<file path="config.mk">
export PLATFORM = sky130hd
export DESIGN_NAME = fddi_rx_symbol_path
export DESIGN_NICKNAME = d
export VERILOG_FILES = /design/src/rtl/rxsym_pkg.sv /design/src/rtl/rxsym_align.sv /design/src/rtl/rxsym_linestate.sv /design/src/rtl/rxsym_errcnt.sv /design/src/rtl/fddi_rx_symbol_path.sv
export SDC_FILE = /design/constraint.sdc
export NUM_CORES = 1
export LEC_CHECK = 0
export BUFFER_PORTS_ARGS = -buffer_cell sky130_fd_sc_hd__buf_2
export CAP_MARGIN = 20
export CORE_MARGIN = 5
export CORE_UTILIZATION = 58
export CTS_CLUSTER_DIAMETER = 60
export DETAILED_ROUTE_END_ITERATION = 6
export GPL_ROUTABILITY_DRIVEN = 1
export PLACE_DENSITY = 0.88
export SETUP_SLACK_MARGIN = 0.4
export SYNTH_ARGS = -nofsm -noshare
export SYNTH_HDL_FRONTEND = slang
export SYNTH_SLANG_ARGS = --single-unit
</file>
<file path="constraint.sdc">
create_clock -name clk -period 2.2 [get_ports clk]
set_input_delay 0 -clock clk [delete_from_list [all_inputs] [get_ports clk]]
set_output_delay 0 -clock clk [all_outputs]
set_load 0.03 [all_outputs]
</file>
<file path="src/rtl/rxsym_pkg.sv">
package rxsym_pkg;

    localparam int SYM_BITS  = 5;
    localparam int PAIR_BITS = 2 * SYM_BITS;
    localparam logic [PAIR_BITS-1:0] JK_PATTERN = 10'b11000_10001;

    typedef enum logic [1:0] {
        LS_ACTIVE = 2'd0,
        LS_QUIET  = 2'd1,
        LS_IDLE   = 2'd2,
        LS_HALT   = 2'd3
    } line_state_e;

    typedef struct packed {
        logic       ctl;
        logic [3:0] val;
    } sym_dec_t;

    function automatic sym_dec_t decode5(input logic [4:0] c);
        sym_dec_t d;
        unique case (c)
            5'b11110: d = '{1'b0, 4'h0};
            5'b01001: d = '{1'b0, 4'h1};
            5'b10100: d = '{1'b0, 4'h2};
            5'b10101: d = '{1'b0, 4'h3};
            5'b01010: d = '{1'b0, 4'h4};
            5'b01011: d = '{1'b0, 4'h5};
            5'b01110: d = '{1'b0, 4'h6};
            5'b01111: d = '{1'b0, 4'h7};
            5'b10010: d = '{1'b0, 4'h8};
            5'b10011: d = '{1'b0, 4'h9};
            5'b10110: d = '{1'b0, 4'hA};
            5'b10111: d = '{1'b0, 4'hB};
            5'b11010: d = '{1'b0, 4'hC};
            5'b11011: d = '{1'b0, 4'hD};
            5'b11100: d = '{1'b0, 4'hE};
            5'b11101: d = '{1'b0, 4'hF};
            5'b00000: d = '{1'b1, 4'h0};
            5'b11111: d = '{1'b1, 4'h1};
            5'b00100: d = '{1'b1, 4'h2};
            5'b11000: d = '{1'b1, 4'h3};
            5'b10001: d = '{1'b1, 4'h4};
            5'b01101: d = '{1'b1, 4'h5};
            5'b00111: d = '{1'b1, 4'h6};
            5'b11001: d = '{1'b1, 4'h7};
            default:  d = '{1'b1, 4'hF};
        endcase
        return d;
    endfunction

    function automatic logic code_bad(input logic [4:0] c);
        sym_dec_t d;
        d = decode5(c);
        return d.ctl && (d.val == 4'hF);
    endfunction

    function automatic line_state_e ls_kind(input logic [4:0] c);
        unique case (c)
            5'b00000: return LS_QUIET;
            5'b11111: return LS_IDLE;
            5'b00100: return LS_HALT;
            default:  return LS_ACTIVE;
        endcase
    endfunction

endpackage

</file>
<file path="src/rtl/rxsym_align.sv">
module rxsym_align
    import rxsym_pkg::*;
(
    input  logic                 clk,
    input  logic                 rst_n,
    input  logic                 nrzi_en,
    input  logic                 loop_en,
    input  logic                 line_bit,
    input  logic                 loop_bit,
    output logic                 sym_stb,
    output logic [SYM_BITS-1:0]  sym_code,
    output logic                 pair_stb,
    output logic [PAIR_BITS-1:0] pair_code
);

    localparam int CNT_W = $clog2(PAIR_BITS);
    localparam logic [CNT_W-1:0] SYM_LAST  = CNT_W'(SYM_BITS - 1);
    localparam logic [CNT_W-1:0] PAIR_LAST = CNT_W'(PAIR_BITS - 1);

    typedef enum logic {AL_HUNT, AL_LOCKED} al_state_e;

    al_state_e              state, state_nxt;
    logic                   prev_raw;
    logic [PAIR_BITS-1:0]   sh;
    logic [CNT_W-1:0]       pcnt;
    logic                   raw, nrz, jk;
    logic [PAIR_BITS-1:0]   sh_nxt;

    // source mux and optional line decoding
    assign raw    = loop_en ? loop_bit : line_bit;
    assign nrz    = nrzi_en ? (raw ^ prev_raw) : raw;
    assign sh_nxt = {sh[PAIR_BITS-2:0], nrz};
    assign jk     = (sh_nxt == JK_PATTERN);

    always_comb begin
        state_nxt = state;
        unique case (state)
            AL_HUNT:   if (jk) state_nxt = AL_LOCKED;
            AL_LOCKED: state_nxt = AL_LOCKED;
        endcase
    end

    always_ff @(posedge clk) begin
        if (!rst_n) state <= AL_HUNT;
        else        state <= state_nxt;
    end

    always_ff @(posedge clk) begin
        if (!rst_n) begin
            prev_raw  <= 1'b0;
            sh        <= '0;
            pcnt      <= '0;
            sym_stb   <= 1'b0;
            sym_code  <= '0;
            pair_stb  <= 1'b0;
            pair_code <= '0;
        end else begin
            prev_raw  <= raw;
            sh        <= sh_nxt;
            sym_code  <= sh_nxt[SYM_BITS-1:0];
            pair_code <= sh_nxt;
            sym_stb   <= jk || ((state == AL_LOCKED) &&
                                ((pcnt == SYM_LAST) || (pcnt == PAIR_LAST)));
            pair_stb  <= jk || ((state == AL_LOCKED) && (pcnt == PAIR_LAST));
            if (jk || (pcnt == PAIR_LAST)) pcnt <= '0;
            else                           pcnt <= pcnt + 1'b1;
        end
    end

    // nothing leaves the aligner while hunting
    a_r3_silent_in_hunt: assert property (@(posedge clk) disable iff (!rst_n)
        (state == AL_HUNT && !jk) |=> !pair_stb && !sym_stb);

    // a delimiter is handed on as a pair
    a_r3_jk_delivered: assert property (@(posedge clk) disable iff (!rst_n)
        jk |=> pair_stb && (pair_code == JK_PATTERN));

endmodule

</file>
<file path="src/rtl/rxsym_linestate.sv">
module rxsym_linestate
    import rxsym_pkg::*;
#(
    parameter int LS_THRESH = 16
) (
    input  logic                clk,
    input  logic                rst_n,
    input  logic                sym_stb,
    input  logic [SYM_BITS-1:0] sym_code,
    output line_state_e         line_state
);

    localparam int RUN_W = $clog2(LS_THRESH + 1);
    localparam logic [RUN_W-1:0] TH = RUN_W'(LS_THRESH);

    line_state_e      state, state_nxt, last, last_nxt, kind;
    logic [RUN_W-1:0] run, run_nxt;

    assign kind = ls_kind(sym_code);

    always_comb begin
        run_nxt   = run;
        last_nxt  = last;
        state_nxt = state;
        if (sym_stb) begin
            last_nxt = kind;
            if (kind == LS_ACTIVE)  run_nxt = '0;
            else if (kind != last)  run_nxt = RUN_W'(1);
            else if (run < TH)      run_nxt = run + 1'b1;
            unique case (state)
                LS_ACTIVE, LS_QUIET, LS_IDLE, LS_HALT:
                    state_nxt = (run_nxt == TH) ? kind : LS_ACTIVE;
            endcase
        end
    end

    always_ff @(posedge clk) begin
        if (!rst_n) begin
            state <= LS_ACTIVE;
            last  <= LS_ACTIVE;
            run   <= '0;
        end else begin
            state <= state_nxt;
            last  <= last_nxt;
            run   <= run_nxt;
        end
    end

    assign line_state = state;

    // a non-Q/I/H symbol forces Active
    a_r8_other_breaks: assert property (@(posedge clk) disable iff (!rst_n)
        (sym_stb && ls_kind(sym_code) == LS_ACTIVE) |=> line_state == LS_ACTIVE);

    // the state only moves when a symbol arrives
    a_r8_hold_between: assert property (@(posedge clk) disable iff (!rst_n)
        !sym_stb |=> $stable(line_state));

endmodule

</file>
<file path="src/rtl/rxsym_errcnt.sv">
module rxsym_errcnt #(
    parameter int ERR_W = 8
) (
    input  logic             clk,
    input  logic             rst_n,
    input  logic             clr,
    input  logic             inc,
    output logic [ERR_W-1:0] count
);

    localparam logic [ERR_W-1:0] MAX = '1;

    always_ff @(posedge clk) begin
        if (!rst_n)                      count <= '0;
        else if (clr)                    count <= '0;
        else if (inc && (count != MAX))  count <= count + 1'b1;
    end

    a_r9_saturate: assert property (@(posedge clk) disable iff (!rst_n)
        (count == MAX && !clr) |=> count == MAX);

    a_r9_single_step: assert property (@(posedge clk) disable iff (!rst_n)
        !clr |=> (count == $past(count)) || (count == $past(count) + 1'b1));

    a_r9_clear_wins: assert property (@(posedge clk) disable iff (!rst_n)
        clr |=> count == '0);

endmodule

</file>
<file path="src/rtl/fddi_rx_symbol_path.sv">
module fddi_rx_symbol_path
    import rxsym_pkg::*;
#(
    parameter int LS_THRESH = 16,
    parameter int ERR_W     = 8
) (
    input  logic             clk,
    input  logic             rst_n,
    input  logic             nrzi_en,
    input  logic             loop_en,
    input  logic             line_bit,
    input  logic             loop_bit,
    input  logic             par_en,
    input  logic             err_clr,
    output logic             word_valid,
    output logic [9:0]       word_out,
    output logic [1:0]       line_state,
    output logic [ERR_W-1:0] err_count
);

    logic                 sym_stb, pair_stb;
    logic [SYM_BITS-1:0]  sym_code;
    logic [PAIR_BITS-1:0] pair_code;
    line_state_e          ls;
    sym_dec_t             dec_hi, dec_lo;
    logic                 ctl;
    logic [7:0]           data;

    rxsym_align u_align (
        .clk       (clk),
        .rst_n     (rst_n),
        .nrzi_en   (nrzi_en),
        .loop_en   (loop_en),
        .line_bit  (line_bit),
        .loop_bit  (loop_bit),
        .sym_stb   (sym_stb),
        .sym_code  (sym_code),
        .pair_stb  (pair_stb),
        .pair_code (pair_code)
    );

    rxsym_linestate #(.LS_THRESH(LS_THRESH)) u_ls (
        .clk        (clk),
        .rst_n      (rst_n),
        .sym_stb    (sym_stb),
        .sym_code   (sym_code),
        .line_state (ls)
    );

    rxsym_errcnt #(.ERR_W(ERR_W)) u_err (
        .clk   (clk),
        .rst_n (rst_n),
        .clr   (err_clr),
        .inc   (sym_stb && code_bad(sym_code)),
        .count (err_count)
    );

    assign dec_hi = decode5(pair_code[PAIR_BITS-1:SYM_BITS]);
    assign dec_lo = decode5(pair_code[SYM_BITS-1:0]);
    assign ctl    = dec_hi.ctl | dec_lo.ctl;
    assign data   = {dec_hi.val, dec_lo.val};

    always_ff @(posedge clk) begin
        if (!rst_n) begin
            word_valid <= 1'b0;
            word_out   <= '0;
        end else begin
            word_valid <= pair_stb;
            if (pair_stb)
                word_out <= {par_en ? ~^{ctl, data} : 1'b0, ctl, data};
        end
    end

    assign line_state = ls;

    // odd parity over the whole word when enabled
    a_r7_parity_odd: assert property (@(posedge clk) disable iff (!rst_n)
        word_valid && $past(par_en) |-> ^word_out);

    // parity bit held low when disabled
    a_r7_parity_off: assert property (@(posedge clk) disable iff (!rst_n)
        word_valid && !$past(par_en) |-> !word_out[9]);

    // one word per pair, never back to back
    a_r6_single_pulse: assert property (@(posedge clk) disable iff (!rst_n)
        word_valid |=> !word_valid);

endmodule

</file>
==> impl_metrics.ini <==
[timing]
drv_slew = 0
clock_skew_ns = 0.0121
hold_viol_final = 0
setup_violations = 0
fin_setup_tns_ns = 0
tightest_slew_ns = 0.587
fin_crit_ns = 1.73
rsz0062_at_grt = yes
maxSlewHeadroom = 0.608
fmax_mhz = 577
fin_crit_sh = 0.788

[routing]
vias = 2362
via_per_inst = 5.85
drtPass1Iterations = 4
wl_mm = 5.77
antenna_left = 0
route.detailed.drc = 0
drtIter0Drc = 131
wire_per_inst_um = 14.3

[finish]
mostFrequentLayoutCells = dfxtp_1 (52), nand2_1 (36), nor2_1 (35)
layout_commonest_cell = dfxtp_1
finalNonFillerCells = 404
nNetsFinal = 376
diodes = 0
postLayoutCellArea_mm2 = 0.00313
fillCellCount = 357
syn2layout_area_growth_pct = 12.6
drive_gt1_frac = 0.171

[setup_path]
path_class = register to register
end_kind = register
crit_family = simple AND/OR/NAND/NOR gates
cpPeakStageDelay_ns = 0.58
regToRegSetupSlack_ns = 0.47
crit_chain = or4_4 > nor3_2 > a41oi_2 > o2111ai_2 > o31ai_1
crit_arrival_ns = 1.94
r2r_cells = 5
critPathLaunchType = register
rr_startpoint = u_align.pair_code[3]
critical_path_buf_inv_count = 0
critPathMaxFanout = 5
critPathSlowestCell = or4_4
required_ns = 2.41
timing.rr.end = u_ls.line_state[0]

[logic_synthesis]
async_reset_ff_frac = 0
synth_area_per_cell_um2 = 8.68
synthFlopType = dfxtp_1
synth-seq-area-share = 0.397
syn_inst = 320
synth_edf_count = 0
synth_seq_cells = 55
syn-num-nets = 347
synth_warnings = 0
synth_cell_types = 51
netlist_area_mm2 = 0.00278

[status]
status = finished clean

[worst_hold_path]
min_path_cells = 4
hold_class = primary input to register
min_to = u_align.pair_code[0]
worstHoldStart = nrzi_en

[power_and_ir_drop]
leakagePower_uw = 0.00127
vdd_drop_max_v = 0.000316
power_density_mw_per_mm2 = 613

[cts]
clk_path_buf_depth = 2
clk_pin_slew_ns = 0.10
htree_levels = 2
cts_num_sinks = 55
ctsRootBufferMaster = clkbuf_8
cts_buffers = 5
clock_latency_ns = 0.32
cts_tree = done

[global_route]
grt_pass1_wl_mm = 9.63
antenna_found_initial = 0
grt_max_degree = 22
grt_remaining_overflow = 0
grt_use_total = 0.189
grt_pass1_vias = 2190

[floorplanning]
start_util = 0.592
die_w_um = 79.2
rows = 25
core_area_mm2 = 0.00469
io-pin-count = 29
die-area_mm2 = 0.00627
die_h_um = 79.2

[placed_design]
io_buffers = 28
dp.cells = 393
post_dp_cell_area_mm2 = 0.00295
dpl.hpwl_mm = 4.17
globalplace.congestion = 0.903

[run]
cap_violations = 0
-- sequential cells by signal, summed over array words and instances (netlist names) --
register,cells
u_ls.last,2
u_align.sym_stb,1
dec_lo,5
u_ls.line_state,2
u_err.count,8
u_align.pcnt,4
u_ls.run,5
u_align.pair_code,9
u_align.pair_stb,1
word_out,10
word_valid,1
u_align.state,1
u_align.prev_raw,1
dec_hi,5
-- Yosys cell counts, types with 2 or more instances --
cell type / count / area share
a211oi_1: 7 / 0.019
a21oi_1: 17 / 0.031
a31oi_1: 3 / 0.0068
and2_1: 3 / 0.0068
buf_1: 2 / 0.0027
buf_2: 3 / 0.0054
clkbuf_1: 6 / 0.0081
dfxtp_1: 55 / 0.40
ha_1: 19 / 0.086
inv_1: 20 / 0.027
inv_2: 2 / 0.0027
mux2i_1: 12 / 0.043
nand2_1: 36 / 0.049
nand2b_1: 4 / 0.0090
nand3_1: 11 / 0.020
nand3b_1: 2 / 0.0054
nand4_1: 4 / 0.0090
nor2_1: 36 / 0.049
nor2b_1: 3 / 0.0068
nor3_1: 2 / 0.0036
o211ai_1: 4 / 0.011
o21ai_0: 13 / 0.023
o21ai_1: 4 / 0.0072
o22ai_1: 3 / 0.0068
o31ai_1: 2 / 0.0054
o32ai_1: 2 / 0.0063
or2_2: 2 / 0.0045
or4_4: 2 / 0.0081
xnor2_1: 13 / 0.041
xor2_1: 7 / 0.022
-- cell type report --
cell class	count	area [um^2]	share of cell area
inverter	22	82.6	0.0264
clock buffer	6	72.6	0.0232
sequential	55	1100	0.353
tap	54	67.6	0.0216
timing repair buffer	33	183	0.0584
clock inverter	2	38.8	0.0124
multi-input combinational	232	1580	0.504
-- per-layer routing --
metal  part of all wire  wire length (um)  vias to the layer above  global-route usage
li1                   -                 -                     1170                   -
met2               0.50              2900                       81               0.334
met4              0.015                85                        0              0.0670
met5                  0                 0                        -                   0
met3              0.063               363                       10              0.0385
met1               0.42              2430                     1101               0.227
-- worst reg2reg max path: cells and delay by family, from the launching register on --
family             cells  cell delay, ns
DFF                    1            0.38
and+or+nand+nor        2            0.80
AOI/OAI and AO/OA      3            0.45
-- through the flow --
| stage | utilization | power (uW) | hold WS, ns | worst slack [ns] |
|---|---|---|---|---|
| global route | 0.666 | 1990 | 0.103 | 0.393 |
| detailed placement | 0.630 | 1240 | 0.281 | 0.464 |
| CTS | 0.658 | 1910 | 0.0874 | 0.459 |
| finish | 0.666 | 1920 | 0.100 | 0.466 |
| floorplan | - | 1200 | 0.168 | 0.604 |
| global placement | 0.630 | 1230 | 0.276 | 0.522 |
-- repair_timing --
action,4_1_cts,5_1_grt
resized for setup,0,9
hold buffers,2,0
setup endpoints to repair,0,5
buffers inserted,0,1
endpoints found under the hold margin,2,0
-- worst max-delay path by stage --
stage | from | cells after the start | end | slack [ns]
3_3_place_gp | u_align.prev_raw | 9 | dec_lo[0] | 0.52
2_1_floorplan | u_align.prev_raw | 9 | dec_lo[0] | 0.60
4_1_cts | u_align.prev_raw | 9 | dec_lo[0] | 0.46
3_5_place_dp | u_align.prev_raw | 9 | dec_lo[0] | 0.46
5_1_grt | u_align.prev_raw | 9 | dec_lo[3] | 0.39
6_report | u_align.pair_code[3] | 5 | u_ls.line_state[0] | 0.47
-- power breakdown --
group          leakage [uW]  internal, uW  switching, uW  total [uW]
clock network     0.0000558           344            334         678
registers          0.000447          1020           27.7        1050
logic              0.000765          89.2            101         190
total               0.00127          1450            462        1920
-- kinds of logic after synthesis --
logic type,synth area share
compound gates,0.163
xor+xnor,0.0631
fa+ha+maj,0.0856
buf+inv,0.0460
flops,0.397
mux,0.0433
simple gates,0.203
(Power assumes the default switching activity.)
